==> src/rtl/dwb_pkg.sv <==
package dwb_pkg;

  typedef enum logic [1:0] {
    SP_PERIPH = 2'b00,
    SP_DATA   = 2'b01,
    SP_PROG   = 2'b10,
    SP_RSVD   = 2'b11
  } space_e;

  typedef enum logic [1:0] {
    SZ_ONE  = 2'b00,
    SZ_TWO  = 2'b01,
    SZ_FOUR = 2'b10,
    SZ_BLK  = 2'b11
  } size_e;

  typedef enum logic [2:0] {
    RX_IDLE,
    RX_START,
    RX_DATA,
    RX_STOP,
    RX_BREAK
  } rx_state_e;

  typedef enum logic [2:0] {
    SQ_CMD,
    SQ_LEN,
    SQ_ADDR,
    SQ_WDAT,
    SQ_WBUS,
    SQ_TURN,
    SQ_RBUS,
    SQ_TX
  } seq_state_e;

endpackage

==> src/rtl/dwb_uart_rx.sv <==
module dwb_uart_rx
  import dwb_pkg::*;
#(
  parameter int DIV_W = 16,
  parameter int SYNC_N = 2
) (
  input  logic             clk,
  input  logic             rst_n,
  input  logic [DIV_W-1:0] div,
  input  logic             line_i,
  output logic             vld_o,
  output logic [7:0]       data_o
);

  logic [SYNC_N-1:0] sync_q;
  logic              s_line;
  rx_state_e         st_q, st_d;
  logic [DIV_W-1:0]  cnt_q, cnt_d;
  logic [2:0]        bit_q, bit_d;
  logic [7:0]        sh_q, sh_d;
  logic              vld_d;
  logic [DIV_W-1:0]  half;
  logic [DIV_W-1:0]  last;

  assign s_line = sync_q[SYNC_N-1];
  assign half   = div >> 1;
  assign last   = div - DIV_W'(1);

  always_comb begin
    st_d  = st_q;
    cnt_d = cnt_q;
    bit_d = bit_q;
    sh_d  = sh_q;
    vld_d = 1'b0;
    case (st_q)
      RX_IDLE: begin
        if (!s_line) begin
          st_d  = RX_START;
          cnt_d = '0;
        end
      end
      RX_START: begin
        if (cnt_q == half) begin
          cnt_d = '0;
          bit_d = '0;
          st_d  = s_line ? RX_IDLE : RX_DATA;
        end else begin
          cnt_d = cnt_q + DIV_W'(1);
        end
      end
      RX_DATA: begin
        if (cnt_q == last) begin
          cnt_d = '0;
          sh_d  = {s_line, sh_q[7:1]};
          if (bit_q == 3'd7) st_d = RX_STOP;
          else bit_d = bit_q + 3'd1;
        end else begin
          cnt_d = cnt_q + DIV_W'(1);
        end
      end
      RX_STOP: begin
        if (cnt_q == last) begin
          cnt_d = '0;
          if (s_line) begin
            vld_d = 1'b1;
            st_d  = RX_IDLE;
          end else begin
            st_d = RX_BREAK;
          end
        end else begin
          cnt_d = cnt_q + DIV_W'(1);
        end
      end
      RX_BREAK: begin
        if (s_line) st_d = RX_IDLE;
      end
      default: st_d = RX_IDLE;
    endcase
  end

  always_ff @(posedge clk or negedge rst_n) begin
    if (!rst_n) begin
      sync_q <= '1;
      st_q   <= RX_IDLE;
      cnt_q  <= '0;
      bit_q  <= '0;
      sh_q   <= '0;
      vld_o  <= 1'b0;
    end else begin
      sync_q <= {sync_q[SYNC_N-2:0], line_i};
      st_q   <= st_d;
      cnt_q  <= cnt_d;
      bit_q  <= bit_d;
      sh_q   <= sh_d;
      vld_o  <= vld_d;
    end
  end

  assign data_o = sh_q;

endmodule

==> src/rtl/dwb_uart_tx.sv <==
module dwb_uart_tx #(
  parameter int DIV_W = 16
) (
  input  logic             clk,
  input  logic             rst_n,
  input  logic [DIV_W-1:0] div,
  input  logic             start_i,
  input  logic [7:0]       data_i,
  output logic             done_o,
  output logic             txd_o
);

  localparam int FRAME_W = 10;
  localparam int NB_W    = $clog2(FRAME_W);

  logic               busy_q, busy_d;
  logic [DIV_W-1:0]   cnt_q, cnt_d;
  logic [NB_W-1:0]    n_q, n_d;
  logic [FRAME_W-1:0] sh_q, sh_d;
  logic               done_d;

  always_comb begin
    busy_d = busy_q;
    cnt_d  = cnt_q;
    n_d    = n_q;
    sh_d   = sh_q;
    done_d = 1'b0;
    if (!busy_q) begin
      if (start_i) begin
        busy_d = 1'b1;
        sh_d   = {1'b1, data_i, 1'b0};
        cnt_d  = '0;
        n_d    = '0;
      end
    end else if (cnt_q == div - DIV_W'(1)) begin
      cnt_d = '0;
      sh_d  = {1'b1, sh_q[FRAME_W-1:1]};
      if (n_q == NB_W'(FRAME_W - 1)) begin
        busy_d = 1'b0;
        done_d = 1'b1;
      end else begin
        n_d = n_q + NB_W'(1);
      end
    end else begin
      cnt_d = cnt_q + DIV_W'(1);
    end
  end

  always_ff @(posedge clk or negedge rst_n) begin
    if (!rst_n) begin
      busy_q <= 1'b0;
      cnt_q  <= '0;
      n_q    <= '0;
      sh_q   <= '1;
      done_o <= 1'b0;
    end else begin
      busy_q <= busy_d;
      cnt_q  <= cnt_d;
      n_q    <= n_d;
      sh_q   <= sh_d;
      done_o <= done_d;
    end
  end

  assign txd_o = busy_q ? sh_q[0] : 1'b1;

endmodule

==> src/rtl/dwb_seq.sv <==
module dwb_seq
  import dwb_pkg::*;
#(
  parameter int ADDR_W  = 32,
  parameter int DIV_W   = 16,
  parameter int BLK_MAX = 64
) (
  input  logic              clk,
  input  logic              rst_n,
  input  logic [DIV_W-1:0]  div,
  input  logic              rx_vld,
  input  logic [7:0]        rx_data,
  output logic              tx_start,
  output logic [7:0]        tx_data,
  input  logic              tx_done,
  output logic              drive_o,
  output logic              bus_req,
  output logic              bus_we,
  output logic [1:0]        bus_space,
  output logic [ADDR_W-1:0] bus_addr,
  output logic [7:0]        bus_wdata,
  input  logic [7:0]        bus_rdata,
  input  logic              bus_ack
);

  localparam int ADDR_BYTES = ADDR_W / 8;
  localparam int AB_W       = $clog2(ADDR_BYTES);
  localparam int CNT_W      = $clog2(BLK_MAX + 1);
  localparam int LFLD_W     = $clog2(BLK_MAX);
  localparam int TC_W       = DIV_W + 1;

  seq_state_e        st_q, st_d;
  logic              hold_v_q, hold_v_d;
  logic [7:0]        hold_q, hold_d;
  logic              take;
  logic              rd_q, rd_d;
  space_e            sp_q, sp_d;
  logic [CNT_W-1:0]  len_q, len_d;
  logic [CNT_W-1:0]  cnt_q, cnt_d;
  logic [CNT_W-1:0]  cnt_inc;
  logic [AB_W-1:0]   ab_q, ab_d;
  logic [ADDR_W-1:0] addr_q, addr_d;
  logic [7:0]        wdat_q, wdat_d;
  logic [TC_W-1:0]   tc_q, tc_d;
  logic [TC_W-1:0]   turn_lim;
  logic [7:0]        txd_q, txd_d;
  logic              start_d;
  logic              rsvd;
  logic [LFLD_W-1:0] lfld;
  size_e             sz;

  assign cnt_inc  = cnt_q + CNT_W'(1);
  assign turn_lim = {1'b0, div} + {2'b00, div[DIV_W-1:1]};
  assign rsvd     = (sp_q == SP_RSVD);
  assign lfld     = hold_q[LFLD_W-1:0];
  assign sz       = size_e'(hold_q[6:5]);

  // holding slot for one received byte
  assign hold_v_d = rx_vld | (hold_v_q & ~take);
  assign hold_d   = rx_vld ? rx_data : hold_q;

  always_comb begin
    st_d    = st_q;
    take    = 1'b0;
    rd_d    = rd_q;
    sp_d    = sp_q;
    len_d   = len_q;
    cnt_d   = cnt_q;
    ab_d    = ab_q;
    addr_d  = addr_q;
    wdat_d  = wdat_q;
    tc_d    = tc_q;
    txd_d   = txd_q;
    start_d = 1'b0;
    case (st_q)
      SQ_CMD: begin
        if (hold_v_q) begin
          take  = 1'b1;
          rd_d  = hold_q[7];
          sp_d  = space_e'(hold_q[4:3]);
          cnt_d = '0;
          ab_d  = '0;
          case (sz)
            SZ_ONE:  len_d = CNT_W'(1);
            SZ_TWO:  len_d = CNT_W'(2);
            SZ_FOUR: len_d = CNT_W'(4);
            default: len_d = '0;
          endcase
          st_d = (sz == SZ_BLK) ? SQ_LEN : SQ_ADDR;
        end
      end
      SQ_LEN: begin
        if (hold_v_q) begin
          take  = 1'b1;
          len_d = (lfld == '0) ? CNT_W'(BLK_MAX) : CNT_W'(lfld);
          st_d  = SQ_ADDR;
        end
      end
      SQ_ADDR: begin
        if (hold_v_q) begin
          take   = 1'b1;
          addr_d = {hold_q, addr_q[ADDR_W-1:8]};
          ab_d   = ab_q + AB_W'(1);
          tc_d   = '0;
          if (ab_q == AB_W'(ADDR_BYTES - 1)) st_d = rd_q ? SQ_TURN : SQ_WDAT;
        end
      end
      SQ_WDAT: begin
        if (hold_v_q) begin
          take   = 1'b1;
          wdat_d = hold_q;
          st_d   = SQ_WBUS;
        end
      end
      SQ_WBUS: begin
        if (rsvd || bus_ack) begin
          addr_d = addr_q + ADDR_W'(1);
          cnt_d  = cnt_inc;
          st_d   = (cnt_inc == len_q) ? SQ_CMD : SQ_WDAT;
        end
      end
      SQ_TURN: begin
        if (tc_q == turn_lim) st_d = SQ_RBUS;
        else tc_d = tc_q + TC_W'(1);
      end
      SQ_RBUS: begin
        if (rsvd) begin
          txd_d   = 8'h00;
          start_d = 1'b1;
          st_d    = SQ_TX;
        end else if (bus_ack) begin
          txd_d   = bus_rdata;
          start_d = 1'b1;
          st_d    = SQ_TX;
        end
      end
      SQ_TX: begin
        if (tx_done) begin
          addr_d = addr_q + ADDR_W'(1);
          cnt_d  = cnt_inc;
          st_d   = (cnt_inc == len_q) ? SQ_CMD : SQ_RBUS;
        end
      end
      default: st_d = SQ_CMD;
    endcase
  end

  always_ff @(posedge clk or negedge rst_n) begin
    if (!rst_n) begin
      st_q     <= SQ_CMD;
      hold_v_q <= 1'b0;
      hold_q   <= '0;
      rd_q     <= 1'b0;
      sp_q     <= SP_PERIPH;
      len_q    <= '0;
      cnt_q    <= '0;
      ab_q     <= '0;
      addr_q   <= '0;
      wdat_q   <= '0;
      tc_q     <= '0;
      txd_q    <= '0;
      tx_start <= 1'b0;
    end else begin
      st_q     <= st_d;
      hold_v_q <= hold_v_d;
      hold_q   <= hold_d;
      rd_q     <= rd_d;
      sp_q     <= sp_d;
      len_q    <= len_d;
      cnt_q    <= cnt_d;
      ab_q     <= ab_d;
      addr_q   <= addr_d;
      wdat_q   <= wdat_d;
      tc_q     <= tc_d;
      txd_q    <= txd_d;
      tx_start <= start_d;
    end
  end

  assign tx_data   = txd_q;
  assign drive_o   = (st_q == SQ_RBUS) || (st_q == SQ_TX);
  assign bus_req   = ((st_q == SQ_WBUS) || (st_q == SQ_RBUS)) && !rsvd;
  assign bus_we    = (st_q == SQ_WBUS);
  assign bus_space = sp_q;
  assign bus_addr  = addr_q;
  assign bus_wdata = wdat_q;

endmodule

==> src/rtl/dwb_wire_bridge.sv <==
module dwb_wire_bridge #(
  parameter int ADDR_W  = 32,
  parameter int DIV_W   = 16,
  parameter int BLK_MAX = 64
) (
  input  logic              clk,
  input  logic              rst_n,
  input  logic [DIV_W-1:0]  baud_div,
  input  logic              pin_in,
  output logic              pin_out,
  output logic              pin_oe,
  output logic              bus_req,
  output logic              bus_we,
  output logic [1:0]        bus_space,
  output logic [ADDR_W-1:0] bus_addr,
  output logic [7:0]        bus_wdata,
  input  logic [7:0]        bus_rdata,
  input  logic              bus_ack
);

  logic       rx_line;
  logic       rx_vld;
  logic [7:0] rx_data;
  logic       tx_start;
  logic [7:0] tx_data;
  logic       tx_done;

  // own transmission is not fed back into the receiver
  assign rx_line = pin_oe ? 1'b1 : pin_in;

  dwb_uart_rx #(.DIV_W(DIV_W), .SYNC_N(2)) u_rx (
    .clk    (clk),
    .rst_n  (rst_n),
    .div    (baud_div),
    .line_i (rx_line),
    .vld_o  (rx_vld),
    .data_o (rx_data)
  );

  dwb_uart_tx #(.DIV_W(DIV_W)) u_tx (
    .clk     (clk),
    .rst_n   (rst_n),
    .div     (baud_div),
    .start_i (tx_start),
    .data_i  (tx_data),
    .done_o  (tx_done),
    .txd_o   (pin_out)
  );

  dwb_seq #(.ADDR_W(ADDR_W), .DIV_W(DIV_W), .BLK_MAX(BLK_MAX)) u_seq (
    .clk       (clk),
    .rst_n     (rst_n),
    .div       (baud_div),
    .rx_vld    (rx_vld),
    .rx_data   (rx_data),
    .tx_start  (tx_start),
    .tx_data   (tx_data),
    .tx_done   (tx_done),
    .drive_o   (pin_oe),
    .bus_req   (bus_req),
    .bus_we    (bus_we),
    .bus_space (bus_space),
    .bus_addr  (bus_addr),
    .bus_wdata (bus_wdata),
    .bus_rdata (bus_rdata),
    .bus_ack   (bus_ack)
  );

endmodule

==> config.mk <==
export PLATFORM = sky130hd
export DESIGN_NAME = dwb_wire_bridge
export DESIGN_NICKNAME = d
export VERILOG_FILES = /design/src/rtl/dwb_pkg.sv /design/src/rtl/dwb_uart_rx.sv /design/src/rtl/dwb_uart_tx.sv /design/src/rtl/dwb_seq.sv /design/src/rtl/dwb_wire_bridge.sv
export SDC_FILE = /design/constraint.sdc
export NUM_CORES = 1
export LEC_CHECK = 0
export BUFFER_PORTS_ARGS = -buffer_cell sky130_fd_sc_hd__buf_2
export CORE_UTILIZATION = 49
export CTS_CLUSTER_DIAMETER = 200
export DETAILED_ROUTE_END_ITERATION = 12
export GPL_ROUTABILITY_DRIVEN = 0
export PLACE_DENSITY = 0.67
export SYNTH_ARGS = -nofsm -noshare
export SYNTH_HDL_FRONTEND = slang
export SYNTH_SLANG_ARGS = --single-unit
==> constraint.sdc <==
create_clock -name clk -period 5.9 [get_ports clk]
set_clock_uncertainty 0.15 [all_clocks]
set_input_delay 0.885 -clock clk [delete_from_list [all_inputs] [get_ports clk]]
set_output_delay 0.885 -clock clk [all_outputs]
set_load 0.01 [all_outputs]
==> results.sh, run 1 <==
export IMPL_clk_latency_ns=0.43
export IMPL_cp_required_ns=6.05
export IMPL_p_switching_mw=0.806
export IMPL_utilization_pct=56.1
export IMPL_drv_cap=0
export IMPL_p_int_mw=1.88
export IMPL_ant_nets=0
export IMPL_synth_top_area_share_pct=34.9
export IMPL_pre_cts_slack_ns=1.11
export IMPL_yosys_area_top_type="dfrtp_1"
export IMPL_drc=0
export IMPL_final_hold_viol_count=0
export IMPL_via_per_inst=5.87
export IMPL_synth_fp_nets=1312
export IMPL_p_seq_share_pct=44.2
export IMPL_cts_setup_buffers=0
export IMPL_cts_tree="yes"
export IMPL_regToRegSetupSlack_ns=2.07
export IMPL_cp_slowest_stage_delay_ns=0.64
export IMPL_crit_type="input pin to register"
export IMPL_row_count=53
export IMPL_io_pins=74
export IMPL_grt_pass1_vias=8726
export IMPL_timing_fmax_mhz=227
export IMPL_postCtsHoldBufs=0
export IMPL_hp_start="u_rx.sync_q[0]$_DFF_PN1_"
export IMPL_ir_drop_v=0.000186
export IMPL_hold_ws_ns=0.219
export IMPL_combPwrFrac_pct=15.2
export IMPL_hp_class="register to register"
export IMPL_cts_resized=0
export IMPL_r2r_start="u_rx.cnt_q[12]$_DFFE_PN0P_"
export IMPL_min_delay_path_depth=0
export IMPL_clk_path_buf_depth=2
export IMPL_synth_cell_area_sq_um=10800
export IMPL_synth_most_common_cell="dfrtp_1"
export IMPL_critical_path_slowest_cell="or4_1"
export IMPL_cts_root_buf="clkbuf_16"
export IMPL_port_buffers=73
export IMPL_p_leak_nw=5.46
export IMPL_postLayoutCellArea_sq_um=11900
export IMPL_nNetsFinal=1356
export IMPL_crit_fanout=9
export IMPL_grt_use_total_pct=25.0
export IMPL_die_h_um=150
export IMPL_synth_cell_type_count=70
export IMPL_hpwl_mm=19.6
export IMPL_reg2reg_depth=8
export IMPL_core_sq_um=21300
export IMPL_path_cells="buf_2 > inv_1 > ha_1 > xor2_1 > o2111a_1 > o211ai_1 > or4_1 > or4_1 > nor3_2 > nor4b_4 > mux2_2"
export IMPL_tightest_slew_ns=1.16
export IMPL_synthFlopType="dfrtp_1"
export IMPL_numCtsBuffers=17
export IMPL_crit_family="simple AND/OR/NAND/NOR gates"
export IMPL_start_util_pct=50.6
export IMPL_holdPathEnd="u_rx.sync_q[1]$_DFF_PN1_"
export IMPL_cts_max_level=4
export IMPL_routed_wl_mm=27.1
export IMPL_crit_top_cell="or4_1"
export IMPL_setup_slack_ns=1.50
export IMPL_syn_inst=1239
export IMPL_grt_max_degree=83
export IMPL_synth_common_cells="150 x dfrtp_1, 125 x nand2_1, 112 x o21ai_0"
export IMPL_arrival_ns=4.55
export IMPL_fin_setup_tns_ns=0
export IMPL_area_growth_syn_to_layout_pct=10.9
export IMPL_synth_async_sr_flop_share_pct=100
export IMPL_synth_seq_cells=161
export IMPL_vias=9225
export IMPL_drv_slew=0
export IMPL_synth_edf_count=0
export IMPL_num_antenna_cells=0
export IMPL_yosys_warnings=0
export IMPL_clkSlewWorstSetupHoldPaths_ns=0.07
export IMPL_slew_headroom_pct=22.7
export IMPL_powerDensity_nw_per_um2=225
export IMPL_grt_first_pass_wirelength_mm=44.3
export IMPL_netSwitchingFraction_pct=30.0
export IMPL_die_area_sq_um=22600
export IMPL_rsz0062_at_grt="false"
export IMPL_outcome="complete, no violations"
export IMPL_drt_initial_drc_count=613
export IMPL_cts_sinks=161
export IMPL_r2r_end="u_rx.data_o[4]$_DFFE_PN0P_"
export IMPL_placed_cell_area_sq_um=11400
export IMPL_drive_gt1_share_pct=13.3
export IMPL_synthTopCellsByArea="dfrtp_1 35%, o21ai_0 5.2%, ha_1 5.1%"
export IMPL_clockPowerShare_pct=40.6
export IMPL_avgRoutedWirePerCell_um=17.2
export IMPL_min_period_ns=4.40
export IMPL_fin_crit_sh_pct=74.6
export IMPL_seq_area_frac_synth_pct=37.5
export IMPL_setup_viol=0
export IMPL_antenna_found_initial=0
export IMPL_start_kind="input pin"
export IMPL_cp_num_buf_inv=2
export IMPL_dr_pass1_iters=5
export IMPL_grt_ovfl_total=0
export IMPL_critPathCaptureType="register"
export IMPL_dieWidth_um=150
export IMPL_syn_avg_cell_area_sq_um=8.69
## power groups by stage
stage	logic, mW	registers [mW]	clock network, mW
final	0.408	1.18	1.09
after global routing	0.452	1.19	1.16
after CTS	0.409	1.18	1.12
after detailed placement	0.405	1.20	0
after global placement	0.399	1.20	0
after floorplan	0.297	1.18	0
## per-layer routing
metal  routed length [um]  up-vias  global-route usage, %
met4                  524        0                   7.63
li1                     -     4507                      -
met2                12400      227                   39.3
met3                 1380       34                   3.73
met1                12800     4457                   35.4
met5                    0        -                      0
## worst max path at each step
| stage | startpoint | cells after the start | slack (ns) | endpoint |
|---|---|---|---|---|
| 6_report | baud_div[0] | 11 | 1.50 | u_rx.data_o[4]$_DFFE_PN0P_ |
| 5_1_grt | baud_div[11] | 11 | 1.30 | u_rx.data_o[4]$_DFFE_PN0P_ |
| 4_1_cts | baud_div[1] | 11 | 1.53 | u_rx.data_o[4]$_DFFE_PN0P_ |
| 3_5_place_dp | baud_div[1] | 11 | 1.11 | u_rx.data_o[5]$_DFFE_PN0P_ |
| 3_3_place_gp | baud_div[1] | 11 | 1.21 | u_rx.data_o[0]$_DFFE_PN0P_ |
| 2_1_floorplan | baud_div[11] | 11 | 1.57 | u_rx.data_o[0]$_DFFE_PN0P_ |
## kinds of logic after synthesis
group,Yosys count,share of synthesized area [%]
compound gates,337,18.6
xor+xnor,91,9.34
buf+inv,100,3.52
flops,161,37.5
fa+ha+maj,45,5.30
mux,46,4.63
simple gates,459,21.1
## through the flow
stage | total power [mW] | std cells
after floorplan | 1.48 | 1239
after global placement | 1.60 | 1539
after detailed placement | 1.61 | 1539
after CTS | 2.71 | 1571
after global routing | 2.81 | 1571
final | 2.68 | 1571
## flip-flops by register name (all words and copies together), names as in the netlist, 2 cells and up
signal and flops:
u_rx.bit_q 3, u_rx.cnt_q 16, u_rx.data_o 8, u_rx.st_q 3, u_rx.sync_q 2, u_seq.ab_q 2, u_seq.bus_addr 32, u_seq.bus_space 2
u_seq.bus_wdata 8, u_seq.cnt_q 7, u_seq.hold_q 8, u_seq.len_q 7, u_seq.st_q 3, u_seq.tc_q 17, u_seq.tx_data 8, u_tx.cnt_q 16
u_tx.n_q 4, u_tx.sh_q 9
## layout by cell type, fill, tap and decap left out, types with 16 or more instances in the layout
cell type / n
nand2_1: 125
mux2i_1: 16
xnor2_1: 35
nand3_1: 68
nor2b_1: 16
o21ai_0: 112
xor2_1: 41
a211oi_1: 18
mux2_2: 30
a21oi_1: 103
ha_1: 44
nand2b_1: 19
nor2_1: 104
and3_1: 33
a21o_1: 20
o22ai_1: 19
inv_1: 44
buf_2: 72
clkbuf_16: 17
nor3_1: 22
dfrtp_1: 150
## final cells by class
class | instances | area [sq um]
fill | 1951 | 9350
clock inverter | 15 | 161
sequential | 161 | 4040
clock buffer | 17 | 425
multi-input combinational | 978 | 6370
tap | 275 | 344
inverter | 45 | 169
timing repair buffer | 80 | 424
(Power assumes the default switching activity.)
==> run 2: changes to the inputs <==
- clock period: 5.9 -> 4.2 ns (I/O delays scaled with it)
==> results.sh, run 2 (synthesized netlist as in run 1, its figures left out) <==
export IMPL_cp_startpoint="baud_div[1]"
export IMPL_drt_initial_drc_count=650
export IMPL_slew_headroom_pct=15.0
export IMPL_path_cells="buf_2 > ha_1 > fa_1 > a211o_1 > a211o_1 > a31oi_1 > o21ai_0 > and3_1 > o21a_1 > a211oi_1 > a31o_2 > a21oi_1"
export IMPL_ir_drop_v=0.000251
export IMPL_critPathCaptureType="register"
export IMPL_largest_reg_flops=32
export IMPL_crit_type="input pin to register"
export IMPL_use_met1_pct=35.1
export IMPL_crit_top_cell="a211o_1"
export IMPL_ant_nets=0
export IMPL_worst_path_stages=12
export IMPL_hpwl_mm=19.7
export IMPL_grt_max_degree=85
export IMPL_clk_latency_ns=0.43
export IMPL_place_inst=1577
export IMPL_avgRoutedWirePerCell_um=16.9
export IMPL_via_per_inst=5.81
export IMPL_grt_ovfl_total=0
export IMPL_drv_slew=0
export IMPL_drc=0
export IMPL_cp_num_buf_inv=1
export IMPL_hp_class="input pin to asynchronous set/reset pin"
export IMPL_postCtsHoldBufs=0
export IMPL_nNetsFinal=1394
export IMPL_gr_max_usage_layer="met2"
export IMPL_routed_wl_mm=27.2
export IMPL_powerDensity_nw_per_um2=317
export IMPL_clockPowerShare_pct=41.3
export IMPL_dr_pass1_iters=5
export IMPL_cts_sinks=161
export IMPL_cts_root_buf="clkbuf_16"
export IMPL_final_common_cell="dfrtp_1"
export IMPL_layout_common_cells="150 x dfrtp_1, 125 x nand2_1, 112 x o21ai_0"
export IMPL_p_leak_nw=5.67
export IMPL_area_growth_syn_to_layout_pct=14.0
export IMPL_cts_max_level=4
export IMPL_dieWidth_um=150
export IMPL_cp_required_ns=4.33
export IMPL_outcome="complete, no violations"
export IMPL_fin_cells=1609
export IMPL_cp_slowest_stage_delay_ns=1.04
export IMPL_crit_fanout=11
export IMPL_cts_resized=0
export IMPL_utilization_pct=57.7
export IMPL_p_seq_share_pct=42.9
export IMPL_fill_cells=1891
export IMPL_p_int_mw=2.74
export IMPL_crit_family="compound AO/OA/AOI/OAI gates"
export IMPL_netSwitchingFraction_pct=29.6
export IMPL_grt_first_pass_wirelength_mm=44.3
export IMPL_core_sq_um=21300
export IMPL_combPwrFrac_pct=15.9
export IMPL_grt_use_total_pct=25.0
export IMPL_antenna_found_initial=0
export IMPL_grt_pass1_vias=8677
export IMPL_clkSlewWorstSetupHoldPaths_ns=0.07
export IMPL_regToRegSetupSlack_ns=0.75
export IMPL_use_met3_pct=5.18
export IMPL_cts_tree="yes"
export IMPL_fin_crit_sh_pct=95.2
export IMPL_r2r_end="u_rx.data_o[7]$_DFFE_PN0P_"
export IMPL_tightest_slew_ns=1.27
export IMPL_arrival_ns=4.13
export IMPL_grt_util_met2_pct=38.8
export IMPL_die_area_sq_um=22600
export IMPL_vias=9355
export IMPL_r2r_start="u_rx.cnt_q[12]$_DFFE_PN0P_"
export IMPL_start_util_pct=50.6
export IMPL_endpoint="u_seq.tc_q[13]$_DFFE_PN0P_"
export IMPL_port_buffers=73
export IMPL_rsz0062_at_grt="true"
export IMPL_timing_fmax_mhz=250
export IMPL_drv_cap=0
export IMPL_p_switching_mw=1.15
export IMPL_die_h_um=150
export IMPL_reg2reg_depth=9
export IMPL_drive_gt1_share_pct=15.7
export IMPL_num_antenna_cells=0
export IMPL_io_pins=74
export IMPL_numCtsBuffers=17
export IMPL_min_period_ns=4.00
export IMPL_setup_viol=0
export IMPL_start_kind="input pin"
export IMPL_cts_setup_buffers=0
export IMPL_critical_path_slowest_cell="a211oi_1"
export IMPL_clk_path_buf_depth=2
export IMPL_row_count=53
export IMPL_final_hold_viol_count=0
==> run 2: worst min path at each step <==
stage / startpoint / end / cells after the start / slack (ns)
after floorplan: rst_n / u_rx.bit_q[0]$_DFFE_PN0P_ / 0 / 0.18
after global placement: u_rx.sync_q[0]$_DFF_PN1_ / u_rx.sync_q[1]$_DFF_PN1_ / 0 / 0.20
after detailed placement: u_rx.sync_q[0]$_DFF_PN1_ / u_rx.sync_q[1]$_DFF_PN1_ / 0 / 0.20
after CTS: rst_n / u_rx.cnt_q[4]$_DFFE_PN0P_ / 1 / 0.12
after global routing: rst_n / u_rx.cnt_q[4]$_DFFE_PN0P_ / 1 / 0.14
final: rst_n / u_rx.cnt_q[4]$_DFFE_PN0P_ / 1 / 0.05
==> run 2: power by group through the flow <==
| stage | sequential (mW) | combinational, mW | clock, mW |
|---|---|---|---|
| after global routing | 1.67 | 0.685 | 1.71 |
| after detailed placement | 1.69 | 0.611 | 0 |
| final | 1.67 | 0.617 | 1.60 |
| after CTS | 1.67 | 0.614 | 1.64 |
| after floorplan | 1.66 | 0.418 | 0 |
| after global placement | 1.69 | 0.602 | 0 |
==> run 2: stage by stage <==
step                hold WS (ns)  instance area, sq um  power [mW]  worst slack [ns]  TNS, ns
CTS                        0.120                 12300        3.91             0.234        0
detailed placement         0.197                 11700        2.30            -0.210    -1.72
global placement           0.196                 11700        2.29            -0.116   -0.523
finish                    0.0548                 12300        3.89             0.200        0
global route               0.138                 12300        4.06           -0.0142  -0.0142
floorplan                  0.184                 10800        2.08             0.124        0
==> run 2: final cells by class <==
class	instances	area, sq um	area share, %
inverter	45	169	1.38
tap	275	344	2.80
multi-input combinational	978	6370	51.9
timing repair buffer	118	734	5.98
clock buffer	17	425	3.47
sequential	161	4040	32.9
clock inverter	15	186	1.52
==> run 2: worst reg2reg max path, delay by kind of cell, from the launching register on <==
family                 cells  cell delay, ns
muxes                      1            0.35
buffers and inverters      1            0.23
AOI/OAI and AO/OA          2            0.26
DFF                        1            0.50
and+or+nand+nor            5            1.86
==> run 2: routing by layer <==
metal | vias to the layer above | part of all wire [%]
li1 | 4591 | -
met1 | 4491 | 48
met2 | 230 | 46
met3 | 43 | 4.9
met4 | 0 | 1.7
met5 | - | 0
==> run 3: changes to the inputs <==
==> constraint.sdc (replaced) <==
create_clock -name clk -period 4.2 [get_ports clk]
set_clock_uncertainty 0.15 [all_clocks]
set_input_delay 0.84 -clock clk [delete_from_list [all_inputs] [get_ports clk]]
set_output_delay 0.84 -clock clk [all_outputs]
set_load 0.01 [all_outputs]
==> results.sh, run 3 (synthesized netlist as in run 1, its figures left out) <==
export IMPL_outcome="complete, no violations"
export IMPL_avgRoutedWirePerCell_um=16.5
export IMPL_routed_wl_mm=27.2
export IMPL_grt_util_met2_pct=41.5
export IMPL_timing_fmax_mhz=251
export IMPL_hpwl_mm=20.0
export IMPL_clkSlewWorstSetupHoldPaths_ns=0.07
export IMPL_start_kind="input pin"
export IMPL_min_period_ns=3.99
export IMPL_core_sq_um=21300
export IMPL_drv_cap=0
export IMPL_grt_use_total_pct=25.1
export IMPL_grt_pass1_vias=8938
export IMPL_cts_setup_buffers=0
export IMPL_die_area_sq_um=22600
export IMPL_cts_root_buf="clkbuf_16"
export IMPL_port_buffers=73
export IMPL_drt_initial_drc_count=698
export IMPL_cts_sinks=161
export IMPL_use_met3_pct=4.48
export IMPL_crit_fanout=9
export IMPL_cp_required_ns=4.37
export IMPL_start_util_pct=50.6
export IMPL_grt_first_pass_wirelength_mm=44.7
export IMPL_area_growth_syn_to_layout_pct=16.6
export IMPL_multiInputGateArea_sq_um=6390
export IMPL_critPathCaptureType="register"
export IMPL_p_leak_nw=5.85
export IMPL_tightest_slew_ns=1.01
export IMPL_drc=0
export IMPL_gr_max_usage_layer="met2"
export IMPL_num_antenna_cells=0
export IMPL_layout_common_cells="150 x dfrtp_1, 125 x nand2_1, 112 x o21ai_0"
export IMPL_setup_slack_ns=0.213
export IMPL_drv_slew=0
export IMPL_die_h_um=150
export IMPL_use_met1_pct=34.0
export IMPL_fin_setup_tns_ns=0
export IMPL_numCtsBuffers=17
export IMPL_antenna_found_initial=0
export IMPL_cts_max_level=4
export IMPL_grt_max_degree=92
export IMPL_drive_gt1_share_pct=18.3
export IMPL_ant_nets=0
export IMPL_vias=9572
export IMPL_ir_drop_v=0.000238
export IMPL_dieWidth_um=150
export IMPL_row_count=53
export IMPL_clk_path_buf_depth=2
export IMPL_nNetsFinal=1434
export IMPL_pre_cts_slack_ns=-0.379
export IMPL_grt_ovfl_total=0
export IMPL_hold_ws_ns=0.206
export IMPL_total_power_mw=3.82
export IMPL_via_per_inst=5.81
export IMPL_clk_latency_ns=0.44
export IMPL_largest_reg_flops=32
export IMPL_slew_headroom_pct=32.8
export IMPL_io_pins=74
export IMPL_arrival_ns=4.16
export IMPL_cts_tree="yes"
export IMPL_seq_area_sq_um=4040
export IMPL_postCtsHoldBufs=0
export IMPL_fill_cells=1875
export IMPL_hp_class="register to register"
export IMPL_rsz0062_at_grt="false"
export IMPL_fin_crit_sh_pct=94.9
export IMPL_dr_pass1_iters=5
export IMPL_final_common_cell="dfrtp_1"
export IMPL_final_hold_viol_count=0
export IMPL_setup_viol=0
export IMPL_powerDensity_nw_per_um2=304
export IMPL_crit_type="input pin to register"
==> run 3: critical path, stage by stage <==
cell	delay [ns]
buf_2	0.11
buf_4	0.14
inv_1	0.08
ha_1	0.22
buf_4	0.14
nand4_1	0.16
o211ai_1	0.28
nand3_1	0.11
or4_1	0.43
or4_1	0.63
nor3_2	0.23
nor4b_4	0.21
buf_4	0.22
mux2_2	0.35
==> run 3: repair_timing <==
| item | in CTS | in global routing |
|---|---|---|
| hold endpoints to repair | 0 | 0 |
| gates resized for setup | 0 | 5 |
| setup endpoints to repair | 0 | 16 |
==> run 3: final cells by class <==
cell class	count	share of cell area, %
Inverter	45	1.35
Tap cell	275	2.74
Multi-Input combinational cell	978	50.9
Timing Repair Buffer	158	8.24
Sequential cell	161	32.2
Clock inverter	14	1.15
Clock buffer	17	3.39
==> run 3: stage by stage <==
| step | utilization [%] | instance area [sq um] | std cells |
|---|---|---|---|
| floorplan | - | 10800 | 1239 |
| global placement | 56.2 | 12000 | 1617 |
| detailed placement | 56.2 | 12000 | 1617 |
| CTS | 58.9 | 12500 | 1648 |
| global route | 59.0 | 12600 | 1648 |
| finish | 59.0 | 12600 | 1648 |
==> run 3: where the power goes <==
group | leakage, nW | total, mW | switching, mW | internal, mW
logic | 3.60 | 0.657 | 0.347 | 0.310
clock network | 0.270 | 1.50 | 0.712 | 0.786
registers | 1.98 | 1.67 | 0.0669 | 1.60
==> run 3: layer usage <==
metal	up-vias	part of all wire, %
met5	-	0
met2	218	47
met1	4649	47
met4	0	1.3
met3	31	4.3
li1	4674	-
==> run 3: path summary, 6_finish.rpt <==
check	start	end	slack (ns)	cells after the start
worst max-delay path	baud_div[1]	u_rx.data_o[1]$_DFFE_PN0P_	0.21	14
worst min-delay path	u_rx.sync_q[0]$_DFF_PN1_	u_rx.sync_q[1]$_DFF_PN1_	0.21	0
worst max register to register	u_rx.cnt_q[12]$_DFFE_PN0P_	u_rx.data_o[1]$_DFFE_PN0P_	0.73	9
worst min register to register	u_rx.sync_q[0]$_DFF_PN1_	u_rx.sync_q[1]$_DFF_PN1_	0.21	0
max in group asynchronous	rst_n	u_seq.hold_q[5]$_DFFE_PN0P_	2.61	2
min in group asynchronous	rst_n	u_rx.cnt_q[9]$_DFFE_PN0P_	0.29	1
